===== src/rtl/cr_pkg.sv =====
package cr_pkg;
  typedef enum logic [1:0] {OP_LOAD = 2'd0, OP_STORE = 2'd1, OP_COMMIT = 2'd2, OP_RECON = 2'd3} cr_op_e;
  typedef enum logic [1:0] {ST_INV = 2'd0, ST_CLEAN = 2'd1, ST_DIRTY = 2'd2} cr_state_e;

  localparam logic KIND_FETCH = 1'b0;
  localparam logic KIND_WB    = 1'b1;
  localparam logic RSP_INSTALL = 1'b0;
  localparam logic RSP_WBACK   = 1'b1;

  function automatic logic cr_retire_ok(cr_op_e op, cr_state_e st);
    case (op)
      OP_LOAD, OP_STORE: return st != ST_INV;
      OP_COMMIT:         return st != ST_DIRTY;
      default:           return st != ST_CLEAN;
    endcase
  endfunction

  function automatic logic cr_wants_fetch(cr_op_e op, cr_state_e st);
    return (op == OP_LOAD || op == OP_STORE) && st == ST_INV;
  endfunction

  function automatic logic cr_wants_wb(cr_op_e op, cr_state_e st);
    return op == OP_COMMIT && st == ST_DIRTY;
  endfunction

  function automatic logic cr_wants_purge(cr_op_e op, cr_state_e st);
    return op == OP_RECON && st == ST_CLEAN;
  endfunction
endpackage


===== src/rtl/cr_cell_array.sv =====
module cr_cell_array
  import cr_pkg::*;
#(
  parameter int ADDR_W = 2,
  parameter int DATA_W = 8
) (
  input  logic              clk,
  input  logic              rst_n,
  input  logic [ADDR_W-1:0] pa_addr,
  output cr_state_e         pa_state,
  output logic [DATA_W-1:0] pa_data,
  output logic              pa_pend,
  input  logic              do_store,
  input  logic [DATA_W-1:0] store_data,
  input  logic              do_purge,
  input  logic              do_mark,
  input  logic              rsp_we,
  input  logic              rsp_is_ack,
  input  logic [ADDR_W-1:0] rsp_addr,
  input  logic [DATA_W-1:0] rsp_data
);
  localparam int NCELL = 1 << ADDR_W;

  cr_state_e         st_arr  [NCELL];
  logic [DATA_W-1:0] dat_arr [NCELL];
  logic              pend_arr[NCELL];

  generate
    for (genvar g = 0; g < NCELL; g++) begin : g_cell
      cr_state_e         st_q;
      logic [DATA_W-1:0] dat_q;
      logic              pend_q;
      logic              hit_p;
      logic              hit_r;

      assign hit_p = pa_addr == ADDR_W'(g);
      assign hit_r = rsp_we && rsp_addr == ADDR_W'(g);

      always_ff @(posedge clk or negedge rst_n) begin
        if (!rst_n) begin
          st_q   <= ST_INV;
          dat_q  <= '0;
          pend_q <= 1'b0;
        end else if (hit_r) begin
          st_q   <= ST_CLEAN;
          pend_q <= 1'b0;
          if (!rsp_is_ack) dat_q <= rsp_data;
        end else if (hit_p) begin
          if (do_store) begin
            st_q  <= ST_DIRTY;
            dat_q <= store_data;
          end
          if (do_purge) st_q <= ST_INV;
          if (do_mark) pend_q <= 1'b1;
        end
      end

      assign st_arr[g]   = st_q;
      assign dat_arr[g]  = dat_q;
      assign pend_arr[g] = pend_q;
    end
  endgenerate

  assign pa_state = st_arr[pa_addr];
  assign pa_data  = dat_arr[pa_addr];
  assign pa_pend  = pend_arr[pa_addr];
endmodule


===== src/rtl/cr_decide.sv =====
module cr_decide
  import cr_pkg::*;
(
  input  logic      valid,
  input  cr_op_e    op,
  input  cr_state_e st,
  input  logic      pend,
  input  logic      slot_free,
  output logic      can_retire,
  output logic      purge,
  output logic      issue,
  output logic      issue_wb
);
  logic live;
  logic need_msg;

  assign live       = valid && !pend;
  assign can_retire = !pend && cr_retire_ok(op, st);
  assign purge      = live && cr_wants_purge(op, st);
  assign issue_wb   = cr_wants_wb(op, st);
  assign need_msg   = cr_wants_fetch(op, st) || issue_wb;
  assign issue      = live && slot_free && need_msg;
endmodule


===== src/rtl/cr_req_slot.sv =====
module cr_req_slot #(
  parameter int ADDR_W = 2,
  parameter int DATA_W = 8
) (
  input  logic              clk,
  input  logic              rst_n,
  input  logic              load,
  input  logic              load_kind,
  input  logic [ADDR_W-1:0] load_addr,
  input  logic [DATA_W-1:0] load_data,
  output logic              slot_free,
  output logic              req_valid,
  input  logic              req_ready,
  output logic              req_kind,
  output logic [ADDR_W-1:0] req_addr,
  output logic [DATA_W-1:0] req_data
);
  always_ff @(posedge clk or negedge rst_n) begin
    if (!rst_n) begin
      req_valid <= 1'b0;
      req_kind  <= 1'b0;
      req_addr  <= '0;
      req_data  <= '0;
    end else if (load) begin
      req_valid <= 1'b1;
      req_kind  <= load_kind;
      req_addr  <= load_addr;
      req_data  <= load_data;
    end else if (req_valid && req_ready) begin
      req_valid <= 1'b0;
    end
  end

  assign slot_free = !req_valid;
endmodule


===== src/rtl/cr_cache_ctrl.sv =====
module cr_cache_ctrl
  import cr_pkg::*;
#(
  parameter int ADDR_W = 2,
  parameter int DATA_W = 8
) (
  input  logic              clk,
  input  logic              rst_n,
  input  logic              proc_valid,
  input  logic [1:0]        proc_op,
  input  logic [ADDR_W-1:0] proc_addr,
  input  logic [DATA_W-1:0] proc_wdata,
  output logic              proc_ready,
  output logic [DATA_W-1:0] proc_rdata,
  output logic              req_valid,
  input  logic              req_ready,
  output logic              req_kind,
  output logic [ADDR_W-1:0] req_addr,
  output logic [DATA_W-1:0] req_data,
  input  logic              rsp_valid,
  input  logic              rsp_kind,
  input  logic [ADDR_W-1:0] rsp_addr,
  input  logic [DATA_W-1:0] rsp_data
);
  cr_op_e            op;
  cr_state_e         cell_st;
  logic [DATA_W-1:0] cell_dat;
  logic              cell_pend;
  logic              slot_free;
  logic              can_retire;
  logic              issue_wb;

  logic ev_retire;
  logic ev_purge;
  logic ev_issue;
  logic ev_store;

  assign op = cr_op_e'(proc_op);

  cr_cell_array #(.ADDR_W(ADDR_W), .DATA_W(DATA_W)) u_cells (
    .clk        (clk),
    .rst_n      (rst_n),
    .pa_addr    (proc_addr),
    .pa_state   (cell_st),
    .pa_data    (cell_dat),
    .pa_pend    (cell_pend),
    .do_store   (ev_store),
    .store_data (proc_wdata),
    .do_purge   (ev_purge),
    .do_mark    (ev_issue),
    .rsp_we     (rsp_valid),
    .rsp_is_ack (rsp_kind == RSP_WBACK),
    .rsp_addr   (rsp_addr),
    .rsp_data   (rsp_data)
  );

  cr_decide u_decide (
    .valid      (proc_valid),
    .op         (op),
    .st         (cell_st),
    .pend       (cell_pend),
    .slot_free  (slot_free),
    .can_retire (can_retire),
    .purge      (ev_purge),
    .issue      (ev_issue),
    .issue_wb   (issue_wb)
  );

  cr_req_slot #(.ADDR_W(ADDR_W), .DATA_W(DATA_W)) u_slot (
    .clk       (clk),
    .rst_n     (rst_n),
    .load      (ev_issue),
    .load_kind (issue_wb ? KIND_WB : KIND_FETCH),
    .load_addr (proc_addr),
    .load_data (issue_wb ? cell_dat : '0),
    .slot_free (slot_free),
    .req_valid (req_valid),
    .req_ready (req_ready),
    .req_kind  (req_kind),
    .req_addr  (req_addr),
    .req_data  (req_data)
  );

  assign proc_ready = can_retire;
  assign proc_rdata = cell_dat;
  assign ev_retire  = proc_valid && can_retire;
  assign ev_store   = ev_retire && op == OP_STORE;
endmodule


===== config.mk =====
export PLATFORM = sky130hd
export DESIGN_NAME = cr_cache_ctrl
export DESIGN_NICKNAME = d
export VERILOG_FILES = /design/src/rtl/cr_pkg.sv /design/src/rtl/cr_cell_array.sv /design/src/rtl/cr_decide.sv /design/src/rtl/cr_req_slot.sv /design/src/rtl/cr_cache_ctrl.sv
export SDC_FILE = /design/constraint.sdc
export NUM_CORES = 1
export LEC_CHECK = 0
export ABC_CLOCK_PERIOD_IN_PS = 2700
export BUFFER_PORTS_ARGS = -buffer_cell sky130_fd_sc_hd__buf_2
export CELL_PAD_IN_SITES_DETAIL_PLACEMENT = 1
export CELL_PAD_IN_SITES_GLOBAL_PLACEMENT = 2
export CORE_UTILIZATION = 38
export DETAILED_ROUTE_END_ITERATION = 6
export PLACE_DENSITY_LB_ADDON = 0.1
export SLEW_MARGIN = 0
export SYNTH_ARGS = -nofsm -noshare
export SYNTH_HDL_FRONTEND = slang
export SYNTH_HIERARCHICAL = 1
export SYNTH_SLANG_ARGS = --single-unit

===== constraint.sdc =====
create_clock -name clk -period 2.7 [get_ports clk]
set_input_delay 0.135 -clock clk [delete_from_list [all_inputs] [get_ports clk]]
set_output_delay 0.135 -clock clk [all_outputs]
set_load 0.005 [all_outputs]

==> results of run 1 <==
## worst register-to-register path, cell delays in order, from the launching register on
cell and delay [ns]:
dfrtp_1 0.40, mux4_2 0.48, and4b_2 0.24, nor4_2 0.30
and4b_4 0.40, nand3_1 0.14, o21ai_2 0.13, buf_4 0.22
o221a_2 0.21
## worst paths after layout
kind / to / slack (ns) / depth (start not counted)
min in group asynchronous: u_slot/req_data[0] / 0.37 / 2
max in group asynchronous: u_cells/g_cell[2].dat_q[2] / 1.64 / 3
max reg2reg: u_cells/g_cell[3].dat_q[2] / 0.11 / 8
min reg2reg: u_cells/g_cell[1].st_q[0] / 0.51 / 1
min: u_cells/g_cell[3].dat_q[1] / 0.14 / 2
max: u_cells/g_cell[3].dat_q[2] / 0.11 / 8
## cell families after synthesis
| group | synth area share |
|---|---|
| mux | 0.138 |
| flops | 0.476 |
| simple gates | 0.184 |
| buf+inv | 0.0238 |
| compound gates | 0.179 |
## registers in the layout, summed over array words and instances, names as in the netlist
name and cells:
u_cells/g_cell.dat_q 32, u_cells/g_cell.st_q 8, u_slot/req_data 8, u_cells/g_cell.pend_q 4, u_slot/req_addr 2, u_slot/req_kind 1, u_slot/req_valid 1
## timing repair
action,CTS,global route
cloned,0,0
hold endpoints to repair,29,0
endpoints found under the setup margin,4,8
resized for setup,1,1
hold buffers,2,0
## Yosys cell counts (4+ instances only)
cell type / number / area, µm²
a211oi_1: 4 / 30.0
a21oi_1: 7 / 35.0
and2_1: 9 / 56.3
buf_2: 5 / 25.0
dfrtp_1: 56 / 1400
mux2_4: 9 / 135
mux4_2: 11 / 248
nand2_1: 4 / 15.0
nand2b_1: 17 / 106
nand3_1: 9 / 45.0
nor2_1: 9 / 33.8
o221a_1: 9 / 101
o221a_2: 22 / 248
or2_2: 8 / 50.1
or2b_1: 5 / 37.5
## power groups by stage
stage / combinational, mW / clock, mW / sequential (mW)
after floorplan: 0.378 / 0 / 1.10
after global placement: 0.571 / 0 / 1.13
after detailed placement: 0.584 / 0 / 1.13
after CTS: 0.587 / 0.579 / 1.12
after global routing: 0.632 / 0.607 / 1.14
final: 0.581 / 0.563 / 1.12
## layout make-up
class,count,area [µm²]
Fill cell,805,3830
Multi-Input combinational cell,160,1500
Sequential cell,56,1400
Timing Repair Buffer,66,393
Tap cell,99,124
Clock buffer,5,68.8
Clock inverter,3,42.5
Inverter,3,11.3
## metal layers
metal	track usage	part of all wire
met5	0	0
met3	0.0338	0.049
met1	0.305	0.48
met4	0.0403	0.0076
met2	0.339	0.47
## stage by stage
step | util | power [mW] | hold slack, ns | cells
6_report | 0.481 | 2.26 | 0.141 | 392
3_3_place_gp | 0.462 | 1.70 | 0.226 | 382
3_5_place_dp | 0.462 | 1.72 | 0.212 | 382
5_1_grt | 0.481 | 2.38 | 0.138 | 392
2_1_floorplan | - | 1.48 | -0.161 | 228
4_1_cts | 0.480 | 2.29 | 0.134 | 392
==> results.ini, run 1 <==
[floorplanning]
die_h_um = 90.1
core_mm2 = 0.00737
die_area_mm2 = 0.00811
die_w_um = 90.1
ios = 49
start_util = 0.400
num_rows = 31

[synthesis]
ys_ff_latch = 56
syn_inst = 228
avgSynthCellArea_um2 = 12.9
ys_seq_area_frac = 0.476
ys_types = 45
synth_edf_count = 0
synthArstFlopShare = 1.00
yosys_warnings = 6
syn_area_mm2 = 0.00295
synthFlopType = dfrtp_1
syn-num-nets = 256

[setup_path]
cp.arrival_ns = 2.84
critPathLaunch = u_cells/g_cell[2].st_q[0]
cpLargestDelayFamily = simple AND/OR/NAND/NOR gates
cp-start-kind = flop
slowest_stage = mux4_2
end_kind = flop
path_cells = mux4_2, and4b_2, nor4_2, and4b_4, nand3_1, o21ai_2, buf_4, o221a_2
crit_type = reg2reg
slowest_delay_ns = 0.48
path_max_fanout = 12
reg2reg_from = u_cells/g_cell[2].st_q[0]
required_ns = 2.95
crit_buf_inv = 1

[drt]
wire_per_inst_um = 20.9
firstDrtPassIters = 4
ant_nets = 0
vias = 2189
viasPerCell = 5.58
drc = 0
drt_iter0_drc = 99
wirelength_um = 8180

[sta]
setup_ws_ns = 0.111
fmax_ghz = 0.386
rsz0062_at_grt = false
clock_skew_ns = 0.0132
fin_crit_sh = 0.959
period_needed_ns = 2.59
setup_viol = 0
relSlewSlack = 0.529
drv_slew = 0
tns_ns = 0
hold_viol_final = 0
tightest_slew_ns = 0.704

[clock_network]
cts_setup_buffers = 0
numCtsBuffers = 5
ctsLongestPathBuffers = 2
clk_pin_slew_ns = 0.11
htree_num_levels = 2
clkLatencyLatePin_ns = 0.32
ctsRootBufferMaster = clkbuf_8
numClockSinks = 56
cts_tree = done

[final_layout]
drive_gt1_frac = 0.468
final_common_cell = dfrtp_1
synthToLayoutAreaGrowth_pct = 20.3
mostFrequentLayoutCells = dfrtp_1, buf_2, o221a_2
antenna_cells = 0
nets = 320
stdcell_area_mm2 = 0.00354

[power_and_ir_drop]
clkPwrFrac = 0.249
p_leak_nw = 1.48
p_int_mw = 1.63
ir_drop_v = 0.000243
switchingPower_uw = 630
power_density_mw_per_mm2 = 639
power_frac_comb = 0.257
seqPwrFrac = 0.495
swShare = 0.278

[grt]
grt_pass1_vias = 2334
antenna_found_initial = 0
grt_pass1_wl_um = 13100
grt_start_max_net_pins = 31
grt_overflow = 0
grt_usage = 0.212

[place]
port-buffer-count = 48
placed_area_mm2 = 0.00340
dp_hpwl_um = 5760
place_congestion = 0.787
dp_slack_ns = -0.0153

[hold_path]
min_path_type = in2reg
worstHoldStart = proc_wdata[1]

[status]
outcome = completed

[job]
drv_cap = 0

No activity file was read; power rests on OpenSTA's default activity.
==> inputs of run 2 (changes only) <==
--- a/config.mk
+++ b/config.mk
@@ -5,7 +5,7 @@
 export SDC_FILE = /design/constraint.sdc
 export NUM_CORES = 1
 export LEC_CHECK = 0
-export ABC_CLOCK_PERIOD_IN_PS = 2700
+export ABC_CLOCK_PERIOD_IN_PS = 2760
 export BUFFER_PORTS_ARGS = -buffer_cell sky130_fd_sc_hd__buf_2
 export CELL_PAD_IN_SITES_DETAIL_PLACEMENT = 1
 export CELL_PAD_IN_SITES_GLOBAL_PLACEMENT = 2
==> constraint.sdc (replaced) <==
create_clock -name clk -period 2.76 [get_ports clk]
set_input_delay 0.138 -clock clk [delete_from_list [all_inputs] [get_ports clk]]
set_output_delay 0.138 -clock clk [all_outputs]
set_load 0.005 [all_outputs]
==> run 2 against run 1 <==
Against the previous run:
- final cell count up 0.51%
- utilization grew 0.15 points
- global-route usage barely moved
- register-to-register slack improved by 0.02 ns
- die area unchanged
- worst setup slack better by 0.016 ns
- clock skew increased by 0.0052 ns
- largest power group unchanged
- fmax fell by 1.7%
- clock power shrank 18%
- non-clock buffer count increased by 2
- highest routed layer unchanged
- critical path type unchanged
==> results.ini, run 2 (synthesis results as in run 1) <==
[final_layout]
nets = 322  ; was 320
finalNonFillerCells = 394  ; was 392
post-route-util = 0.482  ; was 0.481
stdcell_area_mm2 = 0.00355  ; was 0.00354 mm²
largest_register_ffs = 32  ; unchanged
drive_gt1_frac = 0.478  ; was 0.468
reg_top3 = u_cells/g_cell.dat_q x32, u_cells/g_cell.st_q x8, u_slot/req_data x8  ; unchanged
mostFrequentLayoutCells = dfrtp_1, buf_2, o221a_2  ; unchanged
antenna_cells = 0  ; unchanged
regMostFlops = u_cells/g_cell.dat_q  ; unchanged
final_common_cell = dfrtp_1  ; unchanged
synthToLayoutAreaGrowth_pct = 20.6  ; was 20.3%

[drt]
wirelength_um = 8140  ; was 8180 µm
firstDrtPassIters = 4  ; unchanged
ant_nets = 0  ; unchanged
viasPerCell = 5.63  ; was 5.58
wire_per_inst_um = 20.7  ; was 20.9 µm
vias = 2220  ; was 2189
drc = 0  ; unchanged
drt_iter0_drc = 94  ; was 99

[power_and_ir_drop]
seqPwrFrac = 0.514  ; was 0.495
switchingPower_uw = 627  ; was 630 µW
p_leak_nw = 1.48  ; about the same
swShare = 0.293  ; was 0.278
ir_drop_v = 0.000207  ; was 0.000243 V
power_frac_comb = 0.271  ; was 0.257
power_density_mw_per_mm2 = 603  ; was 639 mW/mm²
p_int_mw = 1.52  ; was 1.63 mW
clkPwrFrac = 0.216  ; was 0.249
power_mw = 2.14  ; was 2.26 mW

[setup_path]
slowest_stage = mux4_2  ; unchanged
cp-start-kind = flop  ; unchanged
reg2reg_from = u_cells/g_cell[3].st_q[1]  ; was u_cells/g_cell[2].st_q[0]
cpLargestDelayFamily = simple AND/OR/NAND/NOR gates  ; unchanged
path_cells = mux4_2, and4bb_2, nor4_2, and4b_2, buf_4, nand3_1, buf_4, o221a_2  ; was mux4_2, and4b_2, nor4_2, and4b_4, nand3_1, o21ai_2, buf_4, o221a_2
required_ns = 2.96  ; was 2.95 ns
r2r-end = u_cells/g_cell[2].dat_q[0]  ; was u_cells/g_cell[3].dat_q[2]
end_kind = flop  ; unchanged
crit_buf_inv = 2  ; was 1
cp.arrival_ns = 2.83  ; was 2.84 ns
reg2reg_slack_ns = 0.13  ; was 0.11 ns
path_common_cell = buf_4
crit_type = reg2reg  ; unchanged
slowest_delay_ns = 0.53  ; was 0.48 ns
ff2ff_path_depth = 8  ; unchanged
path_max_fanout = 8  ; was 12

[place]
port-buffer-count = 48  ; unchanged
dp_hpwl_um = 5730  ; was 5760 µm
placed_area_mm2 = 0.00339  ; was 0.00340 mm²
dp.cells = 381  ; was 382
place_congestion = 0.779  ; was 0.787

[grt]
grt_overflow = 0  ; unchanged
grt_start_max_net_pins = 57  ; was 31
grt_pass1_wl_um = 13400  ; was 13100 µm
antenna_found_initial = 0  ; unchanged
grt_pass1_vias = 2367  ; was 2334
grt_usage = 0.212  ; about the same

[clock_network]
numClockSinks = 56  ; unchanged
cts_tree = done  ; unchanged
htree_num_levels = 2  ; unchanged
clk_pin_slew_ns = 0.12  ; was 0.11 ns
clkLatencyLatePin_ns = 0.32  ; about the same
ctsLongestPathBuffers = 2  ; unchanged
ctsRootBufferMaster = clkbuf_8  ; unchanged
numCtsBuffers = 5  ; unchanged

[hold_path]
worstHoldStart = proc_wdata[1]  ; unchanged
min_to = u_cells/g_cell[0].dat_q[1]  ; was u_cells/g_cell[3].dat_q[1]
holdPathStages = 2  ; unchanged
min_path_type = in2reg  ; unchanged

[sta]
fmax_ghz = 0.380  ; was 0.386 GHz
hold_viol_final = 0  ; unchanged
period_needed_ns = 2.63  ; was 2.59 ns
tightest_slew_ns = 0.671  ; was 0.704 ns
fin_crit_sh = 0.954  ; was 0.959
clock_skew_ns = 0.0184  ; was 0.0132 ns
relSlewSlack = 0.551  ; was 0.529
drv_slew = 0  ; unchanged
setup_viol = 0  ; unchanged
hold_slack_ns = 0.145  ; was 0.141 ns

[floorplanning]
die_w_um = 90.1  ; unchanged
core_mm2 = 0.00737  ; unchanged
start_util = 0.400  ; unchanged
ios = 49  ; unchanged
num_rows = 31  ; unchanged
die_h_um = 90.1  ; unchanged
die_area_mm2 = 0.00811  ; unchanged

[status]
outcome = completed  ; unchanged

[job]
drv_cap = 0  ; unchanged

-- run 2: worst reg2reg max path, stage by stage (launching register included) --
cell and delay [ns]:
dfrtp_1 0.40, mux4_2 0.53, and4bb_2 0.28, nor4_2 0.25, and4b_2 0.38, buf_4 0.17
nand3_1 0.06, buf_4 0.19, o221a_2 0.27
-- run 2: how the worst max path moves through the flow --
stage	from	slack, ns	cells past startpoint	to
after floorplan	proc_addr[1]	0.03	9	u_cells/g_cell[2].dat_q[0]
after global placement	proc_addr[0]	0.13	8	u_cells/g_cell[3].dat_q[1]
after detailed placement	u_cells/g_cell[3].st_q[1]	-0.01	7	u_cells/g_cell[3].dat_q[2]
after CTS	u_cells/g_cell[3].st_q[1]	0.01	7	u_cells/g_cell[3].dat_q[6]
after global routing	u_cells/g_cell[3].st_q[1]	-0.01	8	u_cells/g_cell[2].dat_q[3]
final	u_cells/g_cell[3].st_q[1]	0.13	8	u_cells/g_cell[2].dat_q[0]
-- run 2: repair_timing --
action / in CTS / in global routing
setup endpoints to repair: 7 / 30
gates cloned: 0 / 0
gates resized for setup: 1 / 4
hold buffers: 2 / 0
pin swaps: 0 / 2
buffers inserted: 0 / 3
hold endpoints to repair: 57 / 0
-- run 2: stage by stage --
step,setup TNS [ns],setup slack [ns]
6_report,0,0.126
5_1_grt,-0.0197,-0.0125
4_1_cts,0,0.0122
3_5_place_dp,-0.0312,-0.0100
3_3_place_gp,0,0.131
2_1_floorplan,0,0.0285
-- run 2: area by class of cell --
type,instances,area [µm²]
Clock buffer,5,68.8
Clock inverter,3,23.8
Fill cell,806,3810
Inverter,3,11.3
Multi-Input combinational cell,160,1520
Sequential cell,56,1400
Tap cell,99,124
Timing Repair Buffer,68,408
-- run 2: per-layer routing --
layer / up-vias / GRT usage / wire length [µm]
met2: 53 / 0.325 / 3670
met3: 7 / 0.0440 / 407
met5: - / 0 / 0
met4: 0 / 0.0524 / 77
li1: 1015 / - / -
met1: 1145 / 0.306 / 3980
-- run 2: power groups by stage --
stage	combinational [mW]	sequential (mW)	clock [mW]
floorplan	0.366	1.08	0
global placement	0.563	1.11	0
detailed placement	0.574	1.11	0
CTS	0.577	1.10	0.479
global route	0.632	1.12	0.515
finish	0.580	1.10	0.462
